$ cat config.mk
export PLATFORM = sky130hd
export DESIGN_NAME = bw_array_mult
export DESIGN_NICKNAME = d
export VERILOG_FILES = /design/src/rtl/bw_mult_pkg.sv /design/src/rtl/bw_cell.sv /design/src/rtl/bw_ripple_add.sv /design/src/rtl/bw_array_mult.sv
export SDC_FILE = /design/constraint.sdc
export NUM_CORES = 1
export LEC_CHECK = 0
export BUFFER_PORTS_ARGS = -buffer_cell sky130_fd_sc_hd__buf_2
export CAP_MARGIN = 20
export CORE_MARGIN = 1.5
export CORE_UTILIZATION = 45
export DETAILED_ROUTE_END_ITERATION = 12
export PLACE_DENSITY = 0.7
export SLEW_MARGIN = 40
export SYNTH_ARGS = -nofsm -noshare
export SYNTH_HDL_FRONTEND = slang
export SYNTH_SLANG_ARGS = --single-unit
$ cat constraint.sdc
create_clock -name vclk -period 6.1
set_clock_uncertainty 0.05 [all_clocks]
set_input_delay 1.22 -clock vclk [all_inputs]
set_output_delay 1.22 -clock vclk [all_outputs]
set_load 0.01 [all_outputs]
$ cat src/rtl/bw_mult_pkg.sv
package bw_mult_pkg;

  typedef struct packed {
    logic carry;
    logic sum;
  } fa_out_t;

  // three-input full adder
  function automatic fa_out_t full_add(input logic x, input logic y, input logic z);
    fa_out_t r;
    r.sum   = x ^ y ^ z;
    r.carry = (x & y) | (x & z) | (y & z);
    return r;
  endfunction

endpackage

$ cat src/rtl/bw_cell.sv
module bw_cell
  import bw_mult_pkg::*;
#(
  parameter bit SIGN_TERM = 1'b0
) (
  input  logic mcand_bit,
  input  logic mplier_bit,
  input  logic sum_in,
  input  logic carry_in,
  output logic sum_out,
  output logic carry_out
);

  logic    term;
  fa_out_t add_res;

  generate
    if (SIGN_TERM) begin : g_nand
      assign term = ~(mcand_bit & mplier_bit);
    end else begin : g_and
      assign term = mcand_bit & mplier_bit;
    end
  endgenerate

  always_comb begin
    add_res = full_add(term, sum_in, carry_in);
  end

  assign sum_out   = add_res.sum;
  assign carry_out = add_res.carry;

endmodule

$ cat src/rtl/bw_ripple_add.sv
module bw_ripple_add
  import bw_mult_pkg::*;
#(
  parameter int WIDTH = 5
) (
  input  logic [WIDTH-1:0] op_x,
  input  logic [WIDTH-1:0] op_y,
  output logic [WIDTH-1:0] sum_o
);

  logic [WIDTH-1:0] chain;

  assign chain[0] = 1'b0;

  generate
    for (genvar k = 0; k < WIDTH; k++) begin : g_bit
      if (k < WIDTH - 1) begin : g_mid
        fa_out_t r;
        always_comb r = full_add(op_x[k], op_y[k], chain[k]);
        assign sum_o[k]     = r.sum;
        assign chain[k + 1] = r.carry;
      end else begin : g_top
        // carry out of the top column is dropped
        assign sum_o[k] = op_x[k] ^ op_y[k] ^ chain[k];
      end
    end
  endgenerate

endmodule

$ cat src/rtl/bw_array_mult.sv
module bw_array_mult #(
  parameter int WIDTH = 5
) (
  input  logic [WIDTH-1:0]   mcand_i,
  input  logic [WIDTH-1:0]   mplier_i,
  output logic [2*WIDTH-1:0] prod_o
);

  localparam int PW = 2 * WIDTH;

  logic [WIDTH-1:0] row_sum   [WIDTH];
  logic [WIDTH-1:0] row_carry [WIDTH];
  logic [WIDTH-1:0] fin_x;
  logic [WIDTH-1:0] fin_y;
  logic [WIDTH-1:0] fin_s;

  generate
    for (genvar i = 0; i < WIDTH; i++) begin : g_row
      for (genvar j = 0; j < WIDTH; j++) begin : g_col
        localparam bit SIGNED_TERM = (i == WIDTH - 1) ^ (j == WIDTH - 1);
        logic s_in;
        logic c_in;
        if (i == 0) begin : g_top_row
          assign s_in = 1'b0;
          assign c_in = 1'b0;
        end else begin : g_inner_row
          assign c_in = row_carry[i-1][j];
          if (j == WIDTH - 1) begin : g_left
            // first constant one enters at column WIDTH
            assign s_in = (i == 1) ? 1'b1 : 1'b0;
          end else begin : g_body
            assign s_in = row_sum[i-1][j+1];
          end
        end
        bw_cell #(.SIGN_TERM(SIGNED_TERM)) u_cell (
          .mcand_bit (mcand_i[j]),
          .mplier_bit(mplier_i[i]),
          .sum_in    (s_in),
          .carry_in  (c_in),
          .sum_out   (row_sum[i][j]),
          .carry_out (row_carry[i][j])
        );
      end
      assign prod_o[i] = row_sum[i][0];
    end

    for (genvar k = 0; k < WIDTH; k++) begin : g_fin
      if (k < WIDTH - 1) begin : g_lo
        assign fin_x[k] = row_sum[WIDTH-1][k+1];
      end else begin : g_hi
        // second constant one enters at column PW-1
        assign fin_x[k] = 1'b1;
      end
      assign fin_y[k] = row_carry[WIDTH-1][k];
    end
  endgenerate

  bw_ripple_add #(.WIDTH(WIDTH)) u_final (
    .op_x (fin_x),
    .op_y (fin_y),
    .sum_o(fin_s)
  );

  assign prod_o[PW-1:WIDTH] = fin_s;

endmodule

# Yosys cells after proc, flatten, opt, wreduce, memory -nomap -nowiden
# Index checks and enable logic that the tools add are counted.
# classes
bitwise_logic,156
# ops
op,n
bitwise AND 1 bit,78
bitwise XOR 1 bit,39
OR 1 bit,30
inverter 1 bit,9
# totals
regBits,0
word_cells,156
in_bits,10

# Longest topological paths before layout
# logic_depth
word_depth,22
mapped_depth,10
depth_no_buf,10

# By module
# Synthesis repeated with hierarchy kept, for this count alone.
# unflattened
cells_unflattened,157
hier_area_um2,1093.5
# by_module_without_submodules
mod,n_inst,cells_each,area_per_inst_um2
bw_cell (g_row[0].g_col[0].u_cell ...),17,6,38.8
bw_cell (g_row[0].g_col[4].u_cell ...),8,6,41.3
bw_ripple_add,1,5,96.3
bw_array_mult,1,2,7.5

# Worst setup path after synthesis
# Ideal clock, no wire load.
# synth_path
kind,input-to-output
start,in mplier_i[1]
end,out prod_o[9]
path_buffers,0
arrival_time_ps,4603
cell_stages,10
required_time_ps,4830
setup_slack_ps,227
cell_sequence,and2_1 ha_1 fa_1 fa_1 fa_1 ha_1 fa_1 fa_1 fa_1 xnor2_1
# synth_between
elab_chain_len,22
word_cells_on_any_way,115
# synth_rtl
element,line,rtl
from (decl),bw_array_mult.sv:5,"input logic [WIDTH-1:0] mplier_i,"
bitwise AND 1 bit,bw_cell.sv:21,assign term = mcand_bit & mplier_bit;
bitwise XOR 1 bit / bitwise AND 1 bit (equally long branches),"bw_mult_pkg.sv:11, bw_mult_pkg.sv:12",
bitwise AND 1 bit,bw_mult_pkg.sv:12,r.carry = (x & y) | (x & z) | (y & z);
OR 1 bit (2 in series),bw_mult_pkg.sv:12,
bitwise AND 1 bit,bw_mult_pkg.sv:12,
OR 1 bit (2 in series),bw_mult_pkg.sv:12,
bitwise AND 1 bit,bw_mult_pkg.sv:12,
OR 1 bit (2 in series),bw_mult_pkg.sv:12,
bitwise AND 1 bit (2 in series),bw_mult_pkg.sv:12,
OR 1 bit (2 in series),bw_mult_pkg.sv:12,
bitwise AND 1 bit,bw_mult_pkg.sv:12,
OR 1 bit (2 in series),bw_mult_pkg.sv:12,
bitwise AND 1 bit,bw_mult_pkg.sv:12,
OR 1 bit (2 in series),bw_mult_pkg.sv:12,
bitwise XOR 1 bit *,bw_ripple_add.sv:24,assign sum_o[k] = op_x[k] ^ op_y[k] ^ chain[k];
to (decl),bw_array_mult.sv:6,output logic [2*WIDTH-1:0] prod_o
# Mark *: on every way between the ends. The rest lies on a longest branch, timed or not.

# Final worst setup path
# Ends and elaborated chain as after synthesis.

==> Flow_metrics.wiki <==
{| class="wikitable"
! Metric !! Value
|-
| Most used standard cells in the synthesized netlist || 19 x sky130_fd_sc_hd__and2_1, 15 x sky130_fd_sc_hd__fa_1, 8 x sky130_fd_sc_hd__ha_1, 7 x sky130_fd_sc_hd__nand2_1, 5 x sky130_fd_sc_hd__buf_4
|-
| Detailed Route Iter0 Violations || 0
|-
| Count of cells along the worst hold path || 3
|-
| Number of antenna violations at the first check in global routing || 0
|-
| Placed instance area || 703 µm²
|-
| Upper clock frequency limit || 169 MHz
|-
| Endpoints failing hold || 0
|-
| Final WL || around 910 µm
|-
| Seq/Total Area, Yosys || 0%
|-
| Share of power burned in combinational logic || between 90% and 100%
|-
| RSZ-0062 raised after global routing || no
|-
| Startpoint-to-endpoint class of the critical path || primary input to output pin
|-
| Finished layout cell area || 713 µm²
|-
| Maximum number of pins on one net before global-route repair || 7
|-
| Type of element launching the critical path || primary input
|-
| Leakage || 0.363 nW
|-
| Endpoint, Worst Hold || prod_o[0]
|-
| Total of buffers placed on input and output ports || 20
|-
| Max-slew violation count || 0
|-
| Seq_cells || 0
|-
| Placement row count || 13
|-
| Die outline height || 39.7 µm
|-
| Status || finished clean
|-
| Power per cell area || 172 nW/µm²
|-
| Fraction of power spent switching nets || 52.4%
|-
| Count of cell types in the netlist || 7
|-
| Overall die width || 39.7 µm
|-
| Max_slew headroom || 92.5%
|-
| Uppermost routed layer || met3
|-
| Sum of routed wire segments on met1 || 383 µm
|-
| Final core utilization || 55.5%
|-
| Top cells by area in the synthesized netlist || sky130_fd_sc_hd__fa_1 49%, sky130_fd_sc_hd__and2_1 20%, sky130_fd_sc_hd__ha_1 16%
|-
| Layout net count || between 100 and 150
|-
| Post-synth top area share || 49.5%
|-
| Sequential cell area || 0 µm²
|-
| All-layer global routing usage || 15.5%
|-
| Most frequent cell after synthesis || sky130_fd_sc_hd__and2_1
|-
| Share of the clock period used by the worst path after layout || 97.2%
|-
| Clock Buffer Count || 0
|-
| Initial core utilization || 47.2%
|-
| Grt total ovfl || 0
|-
| Total chip power || 0.122 mW
|-
| DRC violation count after routing || 0
|-
| Hold_sp || mplier_i[0]
|-
| Synthesized instance count || 59
|-
| Path category of the worst min-delay check || primary input to output pin
|-
| Clock period minus worst slack || 5.93 ns
|-
| Layout cells sized above 1 || roughly a third
|-
| Proportion of power drawn by the clock network || 0%
|-
| Average via count per standard cell || 4.69
|-
| Largest fanout on the critical path || 5
|-
| Post-synthesis cell area || roughly 610 µm²
|-
| Internal power summed over all cells || 0.0583 mW
|-
| Worst vdd ir || 159 µV
|-
| Number of global-route vias before repair || about 430
|-
| Routability congestion estimate from global placement || around 0.77
|-
| Area delta synth->final || 17.5%
|-
| Count of antenna diodes in the layout || 0
|-
| Required time of the critical path || 4.83 ns
|-
| Syn Area/Cell || 10.3 µm²
|-
| First-pass GRT wire length || 1.70 mm
|-
| Post-Synthesis Net Count || 92
|-
| Count of pins on the block boundary || 20
|-
| Count of warnings emitted by yosys || 0
|-
| Kind of end point of the critical path || output pin
|-
| Switching power summed over all nets || 0.0641 mW
|-
| Per-cell routed wire length || between 10 and 15 µm
|-
| Count of nets left with antenna violations after detail routing || 0
|-
| Slew of the pin with the lowest slew margin || between 0.1 and 0.15 ns
|-
| Area of the die || 1580 µm²
|-
| DRT Pass-1 Iters || 1
|-
| Largest area contributor in the synthesized netlist || sky130_fd_sc_hd__fa_1
|-
| Vias || 427
|-
| Max-capacitance violation count || 0
|-
| Final setup vio count || 0
|-
| Std-Cell Core Area || about 1300 µm²
|-
| Worst hold slack || 2.73 ns
|-
| Metal2 WL || 506 µm
|-
| Met3 WL || 23 µm
|-
| Critical path data arrival time || 4.66 ns
|-
| Sequential fraction of design power || 0%
|-
| Number of setup buffers added after CTS || 0
|}
-- cells in the final DEF, fill, tap and decap left out, drive strengths merged --
cell,count
nand2,7
xnor2,1
fa,15
ha,8
inv,4
and2,19
buf,22
-- stage by stage --
| step | setup WS (ns) | setup TNS (ns) | instances |
|---|---|---|---|
| 3_3_place_gp | 0.0148 | 0 | 91 |
| 6_report | 0.171 | 0 | 91 |
| 5_1_grt | 0.00299 | 0 | 91 |
| 4_1_cts | 0.0120 | 0 | 91 |
| 2_1_floorplan | 0.227 | 0 | 59 |
| 3_5_place_dp | -0.0497 | -0.0497 | 91 |
-- cell type report --
type                            count  area (µm²)
Inverter                            4        15.0
Timing Repair Buffer               22         115
Multi-Input combinational cell     50         564
Tap cell                           15        18.8
Fill cell                         125         572
-- cell families after synthesis --
family,Yosys count,synth area share [%]
xor+xnor,1,1.44
fa+ha+maj,23,66.0
buf+inv,9,8.66
simple gates,26,23.9
-- power groups by stage --
stage | sequential (mW) | clock, mW | combinational [mW]
floorplan | 0 | 0 | 0.0965
global placement | 0 | 0 | 0.120
detailed placement | 0 | 0 | 0.124
CTS | 0 | 0 | 0.125
global route | 0 | 0 | 0.145
finish | 0 | 0 | 0.122
-- timing repair --
item / in CTS / in global routing
hold buffers: 0 / 0
setup endpoints to repair: 1 / 2
hold endpoints to repair: 0 / 0
pin swaps: 1 / 5
gates resized for setup: 1 / 3
-- how the worst max path moves through the flow --
stage               slack [ns]   startpoint   endpoint
floorplan                 0.23  mplier_i[1]  prod_o[9]
global placement          0.01  mplier_i[1]  prod_o[9]
detailed placement       -0.05  mplier_i[1]  prod_o[9]
CTS                       0.01  mplier_i[1]  prod_o[9]
global route             0.003  mplier_i[1]  prod_o[9]
finish                    0.17  mplier_i[1]  prod_o[9]
-- metal layers --
layer | global-route usage, % | up-vias
li1 | - | 210
met1 | 20.0 | 208
met5 | 0 | -
met2 | 29.9 | 9
met4 | 0 | 0
met3 | 0 | 0
-- critical path: stages --
cell,delay (ns)
sky130_fd_sc_hd__buf_2,0.12
sky130_fd_sc_hd__and2_1,0.15
sky130_fd_sc_hd__ha_1,0.29
sky130_fd_sc_hd__fa_2,0.37
sky130_fd_sc_hd__fa_1,0.54
sky130_fd_sc_hd__fa_1,0.42
sky130_fd_sc_hd__ha_1,0.22
sky130_fd_sc_hd__fa_2,0.34
sky130_fd_sc_hd__fa_2,0.34
sky130_fd_sc_hd__fa_1,0.38
sky130_fd_sc_hd__xnor2_1,0.13
sky130_fd_sc_hd__buf_2,0.14
(Power assumes the default switching activity.)
